[config.mk]
export PLATFORM = sky130hd
export DESIGN_NAME = modexec_slice
export DESIGN_NICKNAME = d
export VERILOG_FILES = /design/src/rtl/mxs_pkg.sv /design/src/rtl/mxs_decode.sv /design/src/rtl/mxs_rshift.sv /design/src/rtl/mxs_extend.sv /design/src/rtl/modexec_slice.sv
export SDC_FILE = /design/constraint.sdc
export NUM_CORES = 1
export LEC_CHECK = 0
export ABC_AREA = 1
export BUFFER_PORTS_ARGS = -buffer_cell sky130_fd_sc_hd__buf_2
export CAP_MARGIN = 20
export CELL_PAD_IN_SITES_DETAIL_PLACEMENT = 2
export CELL_PAD_IN_SITES_GLOBAL_PLACEMENT = 2
export CORE_AREA = 2 2 190 173
export CTS_CLUSTER_DIAMETER = 40
export DETAILED_ROUTE_END_ITERATION = 12
export DIE_AREA = 0 0 192 175
export PLACE_DENSITY = 0.8
export SETUP_SLACK_MARGIN = 0.1
export SYNTH_ARGS = -nofsm -noshare
export SYNTH_HDL_FRONTEND = slang
export SYNTH_SLANG_ARGS = --single-unit
[constraint.sdc]
create_clock -name clk -period 2.6 [get_ports clk]
set_clock_uncertainty 0.15 [all_clocks]
set_input_delay 0.52 -clock clk [delete_from_list [all_inputs] [get_ports clk]]
set_output_delay 0.52 -clock clk [all_outputs]
set_load 0.02 [all_outputs]
[src/rtl/mxs_pkg.sv]
// Package: shared opcode encoding and default widths for the mode-aware slice.
// Assumes the opcode field is 3 bits wide; the values are part of the block's contract.
package mxs_pkg;

    localparam int XLEN_DEF = 64;

    typedef enum logic [2:0] {
        OP_LD_WORD  = 3'd0,
        OP_LD_DBL   = 3'd1,
        OP_SRL_WORD = 3'd2,
        OP_SRA_WORD = 3'd3,
        OP_SRL_DBL  = 3'd4,
        OP_SRA_DBL  = 3'd5,
        OP_RSV_6    = 3'd6,
        OP_RSV_7    = 3'd7
    } mxs_op_e;

    typedef struct packed {
        logic ld_word;
        logic ld_dbl;
        logic shift_word;
        logic shift_dbl;
        logic arith;
        logic illegal;
    } mxs_ctl_t;

endpackage

[src/rtl/mxs_decode.sv]
// Module: opcode decoder and legality check.
// It classifies the opcode and marks an operation illegal when it is reserved,
// or when it is 64-bit-only and the core runs in 32-bit mode.
// Assumes the opcode values defined in mxs_pkg.
module mxs_decode
    import mxs_pkg::*;
(
    input  logic [2:0] op_i,
    input  logic       wide_i,
    output mxs_ctl_t   ctl_o
);

    mxs_op_e opc;
    logic    dbl_only;

    // Purpose: map the raw opcode onto the enum type
    always_comb opc = mxs_op_e'(op_i);

    // Purpose: decode the operation class and the fill rule
    always_comb begin
        ctl_o    = '0;
        dbl_only = 1'b0;
        case (opc)
            OP_LD_WORD:  ctl_o.ld_word = 1'b1;
            OP_LD_DBL: begin
                ctl_o.ld_dbl = 1'b1;
                dbl_only     = 1'b1;
            end
            OP_SRL_WORD: ctl_o.shift_word = 1'b1;
            OP_SRA_WORD: begin
                ctl_o.shift_word = 1'b1;
                ctl_o.arith      = 1'b1;
            end
            OP_SRL_DBL: begin
                ctl_o.shift_dbl = 1'b1;
                dbl_only        = 1'b1;
            end
            OP_SRA_DBL: begin
                ctl_o.shift_dbl = 1'b1;
                ctl_o.arith     = 1'b1;
                dbl_only        = 1'b1;
            end
            default:     ctl_o.illegal = 1'b1;
        endcase
        if (dbl_only && !wide_i) begin
            ctl_o.illegal = 1'b1;
        end
    end

endmodule

[src/rtl/mxs_rshift.sv]
// Module: parameterized logarithmic right shifter.
// It shifts a W-bit value right by amt_i, filling with zeros or with the top bit.
// Assumes W is a power of two; amt_i is therefore taken modulo W.
module mxs_rshift #(
    parameter int W = 64,
    localparam int SW = $clog2(W)
) (
    input  logic [W-1:0]  data_i,
    input  logic [SW-1:0] amt_i,
    input  logic          arith_i,
    output logic [W-1:0]  data_o
);

    logic         fill;
    logic [W-1:0] stg [0:SW];

    // Purpose: choose the bit shifted in from the top
    always_comb fill = arith_i & data_i[W-1];

    // Purpose: feed the operand into the first stage
    always_comb stg[0] = data_i;

    for (genvar k = 0; k < SW; k++) begin : g_stage
        localparam int SH = 1 << k;
        // Purpose: conditionally shift by 2**k in this stage
        always_comb begin
            if (amt_i[k]) begin
                stg[k+1] = {{SH{fill}}, stg[k][W-1:SH]};
            end else begin
                stg[k+1] = stg[k];
            end
        end
    end

    // Purpose: present the last stage as the result
    always_comb data_o = stg[SW];

endmodule

[src/rtl/mxs_extend.sv]
// Module: width extender.
// It widens a WI-bit value to WO bits, copying its top bit when sign_i is set
// and filling with zeros otherwise. Assumes WO > WI.
module mxs_extend #(
    parameter int WI = 32,
    parameter int WO = 64,
    localparam int WX = WO - WI
) (
    input  logic [WI-1:0] val_i,
    input  logic          sign_i,
    output logic [WO-1:0] val_o
);

    // Purpose: replicate the fill bit above the input value
    always_comb val_o = {{WX{sign_i & val_i[WI-1]}}, val_i};

endmodule

[src/rtl/modexec_slice.sv]
// Module: mode-aware load extender and right shifter (top).
// It accepts one operation per cycle and registers a 64-bit result with a trap
// strobe. A 32-bit value is sign extended in 64-bit mode and zero extended in
// 32-bit mode. A trapping operation returns zero. Assumes XLEN is a power of two.
module modexec_slice
    import mxs_pkg::*;
#(
    parameter int XLEN = XLEN_DEF,
    localparam int HLEN = XLEN / 2,
    localparam int SW   = $clog2(XLEN),
    localparam int HSW  = $clog2(HLEN)
) (
    input  logic            clk,
    input  logic            rst_n,
    input  logic            in_valid,
    input  logic            wide_mode,
    input  logic [2:0]      op,
    input  logic [XLEN-1:0] ld_data,
    input  logic [XLEN-1:0] shf_src,
    input  logic [SW-1:0]   shf_amt,
    output logic            out_valid,
    output logic [XLEN-1:0] result,
    output logic            trap
);

    mxs_ctl_t        ctl;
    logic [XLEN-1:0] sh_dbl;
    logic [HLEN-1:0] sh_word;
    logic [XLEN-1:0] sh_word_ext;
    logic [XLEN-1:0] ld_word_ext;
    logic [XLEN-1:0] nxt_result;

    mxs_decode u_dec (
        .op_i   (op),
        .wide_i (wide_mode),
        .ctl_o  (ctl)
    );

    mxs_rshift #(.W(XLEN)) u_sh_dbl (
        .data_i  (shf_src),
        .amt_i   (shf_amt),
        .arith_i (ctl.arith),
        .data_o  (sh_dbl)
    );

    mxs_rshift #(.W(HLEN)) u_sh_word (
        .data_i  (shf_src[HLEN-1:0]),
        .amt_i   (shf_amt[HSW-1:0]),
        .arith_i (ctl.arith),
        .data_o  (sh_word)
    );

    mxs_extend #(.WI(HLEN), .WO(XLEN)) u_ext_shift (
        .val_i  (sh_word),
        .sign_i (wide_mode),
        .val_o  (sh_word_ext)
    );

    mxs_extend #(.WI(HLEN), .WO(XLEN)) u_ext_load (
        .val_i  (ld_data[HLEN-1:0]),
        .sign_i (wide_mode),
        .val_o  (ld_word_ext)
    );

    // Purpose: select the datapath output; an illegal operation yields zero
    always_comb begin
        nxt_result = '0;
        if (!ctl.illegal) begin
            if (ctl.ld_word)    nxt_result = ld_word_ext;
            if (ctl.ld_dbl)     nxt_result = ld_data;
            if (ctl.shift_word) nxt_result = sh_word_ext;
            if (ctl.shift_dbl)  nxt_result = sh_dbl;
        end
    end

    // Purpose: register result, valid and trap strobe
    always_ff @(posedge clk) begin
        if (!rst_n) begin
            out_valid <= 1'b0;
            trap      <= 1'b0;
            result    <= '0;
        end else begin
            out_valid <= in_valid;
            trap      <= in_valid & ctl.illegal;
            if (in_valid) begin
                result <= nxt_result;
            end
        end
    end

endmodule

After elaboration in Yosys (flattened, before gate mapping):

Cells that the tools add are included.

* logic and storage cells: 45
* bits of input ports: 141
* output and inout bits: 66
* flip-flop bits (word level): 66

* bitwise logic cells: 5
* reductions and logical operators: 8
* equality and inequality tests: 5
* mux-type cells: 24

Operator list (number)
* $mux 64: 11
* $mux 32: 5
* $mux 1: 8
* $eq 3x2->1 const B: 2
* $eq 3x3->1 const B: 2
* $reduce_or 2->1: 3
* $reduce_or 6->1: 1
* $and 1x1->1: 5
* $eq 3x1->1 const B: 1
* $logic_not 3->1: 1
* $reduce_or 3->1: 1
* $logic_and 1x1->1: 1
* $logic_not 1->1: 1

Longest topological paths before layout:

* depth in word-level cells: 13
* mapped depth: 16
* mapped depth without buffers: 14

Cells and area by module:

A second synthesis with hierarchy kept.

* cell total of the unflattened synthesis: 2356
* area, all modules: 12189.2 sq um

Modules (own cells, without submodules)
* modexec_slice: seq. area each 1321.3 sq um, times used 1, area an instance 5144.9 sq um, cells an instance 908
* mxs_rshift at u_sh_dbl: seq. area each 0.0 sq um, times used 1, area an instance 4331.7 sq um, cells an instance 930
* mxs_rshift at u_sh_word: seq. area each 0.0 sq um, times used 1, area an instance 1682.9 sq um, cells an instance 372
* mxs_extend: seq. area each 0.0 sq um, times used 2, area an instance 480.5 sq um, cells an instance 65
* mxs_decode: seq. area each 0.0 sq um, times used 1, area an instance 68.8 sq um, cells an instance 16

Worst setup path before layout:

No wires, ideal clock.

* kind: in2reg
* from: input shf_amt[1]
* to: register result[16]
* path buffers: 2
* cell stages on the path: 12
* setup slack: 0.520 ns
* setup time: 0.132 ns
* required time: 2.318 ns
* data arrival time: 1.798 ns
* path through: buf_2 inv_2 clkbuf_1 o211ai_1 nand3_1 nand3_1 nand2_1 nand2_1 nand3_1 nand2_1 o21ai_1 a21oi_1

* longest elaborated chain between the ends: 7
* elaborated cells on any way between the ends: 12
* classes of those cells: mux: 12

RTL lines
* start, declared: RTL line modexec_slice.sv:20 `input logic [SW-1:0] shf_amt,`
* $mux 32 or $mux 64 (tied branches) (4 in a row): RTL line mxs_rshift.sv:27 `if (amt_i[k]) begin`
* $mux 64 (on tied branches): RTL line modexec_slice.sv:71, mxs_rshift.sv:27
* $mux 64 (*): RTL line modexec_slice.sv:72 `if (ctl.shift_dbl) nxt_result = sh_dbl;`
* $mux 64 (*): RTL line modexec_slice.sv:68 `if (!ctl.illegal) begin`
* end signal, assigned: RTL line modexec_slice.sv:86 `result <= nxt_result;`
* end, declared: RTL line modexec_slice.sv:22 `output logic [XLEN-1:0] result,`

Mark *: on every way between the ends. The rest lies on a longest branch, timed or not.
A chain may end at the register's enable or synchronous reset.

Worst setup path in the final report:

* from: input shf_amt[0]
* to: register result[32]

* longest elaborated chain between the ends: 9
* elaborated cells on any way between the ends: 15
* classes of those cells: mux: 14; bitwise: 1

RTL lines
* $mux 32 (5 in a row): RTL line mxs_rshift.sv:27
* $and 1x1->1: RTL line mxs_extend.sv:15 `always_comb val_o = {{WX{sign_i & val_i[WI-1]}}, val_i};`
* $mux 64: RTL line modexec_slice.sv:71 `if (ctl.shift_word) nxt_result = sh_word_ext;`
* $mux 64 (*): RTL line modexec_slice.sv:72
* $mux 64 (*): RTL line modexec_slice.sv:68

Marked as above.

==> key figures <==
Drt
  • Post-detailed-route wirelength per cell: 23.8 microns
  • Remaining DRCs: 0
  • Vias per inst: 5.66
  • DR pass1 iterations: 5
  • Final wirelength: 52.4 mm
  • DRT antenna net count: 0
  • Vias after detailed routing: 12455
  • Initial DRC Count: 1005

Synth
  • Post-synthesis sequential area ratio: 16.3%
  • Yosys warning total: 0
  • Synth top area cells: nand2_1 (27%), nand3_1 (25%), dfxtp_1 (16%)
  • Synth top area share: 26.9%
  • EDFF count, synth: 0
  • Mapped Avg Cell Area: 5.18 sq um
  • Yosys reg bits: 66
  • Largest area contributor in the netlist: nand2_1
  • Synth Cell Area: 8110 sq um
  • Post-Syn Instances: 1566
  • Ys async rst share: 0%
  • Net count after synthesis: 1707
  • Post-synthesis cell type count: 31
  • Ys flop type: dfxtp_1

Placement
  • Dpl cell area: 10300 sq um
  • Final GP Congestion: 0.957
  • Port buffer count: 206
  • Hpwl dp: 41.3 mm
  • Placed Instances: 2185

Power and ir drop
  • P_sw: 1.99 mW
  • Int Power: 2.60 mW
  • Sw frac: 43.4%
  • Sequential power share: 24.0%
  • Comb power frac: 45.6%
  • P_leak: 5.33 nW
  • Clock Power Share: 30.4%
  • Max rail drop VDD: 0.300 mV
  • Total power divided by cell area: 429 nW/um^2

Setup path
  • Crit. End Element: flip-flop
  • Critical path cell sequence: clkbuf_4, clkbuf_16, buf_4, o211ai_1, nand3_1, nand3_1, nand3_1, buf_4, a21oi_1, o21ai_0, a21oi_1
  • Cell family with most CP delay: compound AO/OA/AOI/OAI gates
  • Critical path launch point type: primary input
  • Critical path data arrival time: 2620 ps
  • CP Data Required Time: 2730 ps
  • Cell mode on critical path: nand3_1
  • Critical Path Slowest Stage Cell: o211ai_1
  • Crit-path max FO: 22
  • Setup CP Type: in -> reg
  • Buf+Inv Stages, Crit Path: 4
  • CP max stage delay: 350 ps

Floorplan
  • I/O pin count: 207
  • Initial core utilization: 25.6%
  • Area of the die: 33600 sq um
  • Die height: 175 microns
  • Die width: 192 microns
  • FP Rows: 62
  • Placeable core area: 31700 sq um

Final layout
  • Multi-input logic area: 6080 sq um
  • Fin util: 33.8%
  • Area growth syn-to-layout: 32.1%
  • Post-layout instance area: 10700 sq um
  • Number of diodes: 0
  • Layout cell share with drive strength beyond 1: 21.9%
  • NumNets Final: 1922
  • Reg area: 1320 sq um
  • Final Non-Filler Cells: 2202
  • # fillers: 4083

Hold path
  • Worst hold path class: reg -> reg

Global routing
  • Initial antenna violation count: 1
  • First-pass GRT wire length: 78.6 mm
  • Largest net degree at the start of global routing: 54
  • Gr usage total: 30.8%
  • Number of global-route vias before repair: 12957
  • Total congestion overflow: 0

CTS
  • Total CTS buffers: 9
  • Clk_lat worst skew: 350 ps
  • CTS Root Cell: clkbuf_16
  • Hold buffers post-CTS: 0
  • CTS tree: yes
  • Htree depth: 3
  • CTS Buffer Depth: 2
  • Clk sinks: 66
  • Reg clk slew, reported paths: 70 ps

Job
  • Max cap viols: 0

STA
  • Slew HR: 56.1%
  • Fin crit period: 2480 ps
  • Period utilisation layout: 95.5%
  • Final setup violation count: 0
  • Hold_ws: 314 ps
  • Worst slew pin tran: 651 ps
  • Fin. max-slew vios: 0
  • Hold Vio Cnt, Final: 0
  • Fmax: 0.403 GHz
  • Unrepaired setup endpoints after global routing: true
  • Total Negative Setup Slacks: 0 ps

Outcome
  • Outcome: completed
## final cells by class
cell class	count	area share, %
clock inverter	7	0.946
sequential	66	12.3
clock buffer	9	2.10
tap	416	4.86
inverter	46	1.64
timing repair buffer	332	21.3
multi-input combinational	1326	56.8
## placed cells by master, fill, tap and decap left out, types with 2 or more instances in the layout
cell        netlist  layout
nand2_1         581     579
nand3_1         410     409
buf_2            21     205
buf_4            10     102
a21oi_1          97      96
o21ai_0          88      83
dfxtp_1          66      66
o21ai_1          35      38
nor2_1           38      38
o211ai_1         32      32
inv_1            31      31
buf_12            0      23
or2_2            14      14
inv_2            13      12
nand4_1          11      11
clkbuf_16         0      10
nand2_2           3       5
a21boi_0          3       3
o21ai_2           1       3
nand2_4           2       2
nand4_4           2       2
clkinv_1          2       2
and2_1            2       2
o31ai_2           0       2
bufinv_16         0       2
clkinv_4          0       2
clkinvlp_4        0       2
## power groups by stage
stage	clock (mW)	combinational (mW)	sequential (mW)
after global placement	0	1.96	1.12
after global routing	1.44	2.26	1.11
after CTS	1.40	2.04	1.10
final	1.40	2.09	1.10
after floorplan	0	1.05	1.18
after detailed placement	0	2.01	1.12
## kinds of logic after synthesis
group | after synthesis | synth area share (%)
AOI/OAI and AO/OA | 262 | 17.5
buffers and inverters | 174 | 9.04
and+or+nand+nor | 1064 | 57.2
DFF | 66 | 16.3
## what timing repair did
item / in CTS / in global routing
buffers inserted: 0 / 0
resized for setup: 0 / 15
endpoints found under the hold margin: 0 / 0
setup endpoints to repair: 0 / 16
## cells in the mapped netlist, drive strengths merged (2+ instances only)
| master | n |
|---|---|
| a21boi | 4 |
| a21oi | 97 |
| and2 | 2 |
| buf | 65 |
| clkbuf | 63 |
| clkinv | 2 |
| dfxtp | 66 |
| inv | 44 |
| nand2 | 586 |
| nand3 | 410 |
| nand4 | 13 |
| nor2 | 38 |
| o211ai | 32 |
| o21ai | 124 |
| o31ai | 2 |
| or2 | 14 |
## registers in the layout, indices dropped and copies added, names as in the netlist
register	count
result	64
trap	1
out_valid	1
## worst paths after layout
path / start / endpoint / slack, ps / cells past startpoint
max reg2reg: result[41] / result[41] / 1490 / 2
min: result[25] / result[25] / 310 / 2
max: shf_amt[0] / result[32] / 120 / 11
min reg2reg: result[25] / result[25] / 310 / 2
## per-layer routing
layer | part of all wire, % | vias up | track usage, %
met1 | 43 | 6156 | 39.8
met4 | 3.9 | 0 | 11.1
met2 | 46 | 471 | 51.0
li1 | - | 5723 | -
met3 | 6.5 | 105 | 5.78
met5 | 0 | - | 0
## through the flow
step	setup slack, ps	total power, mW
final	116	4.59
after global placement	-240	3.08
after floorplan	520	2.22
after detailed placement	-224	3.14
after CTS	114	4.54
after global routing	42.3	4.81
## tightest hold or removal path, stage by stage, from the launching register on
cell and delay [ps]:
dfxtp_1 300, nand2_1 60, a21oi_1 50
No activity file was read; power rests on OpenSTA's default activity.
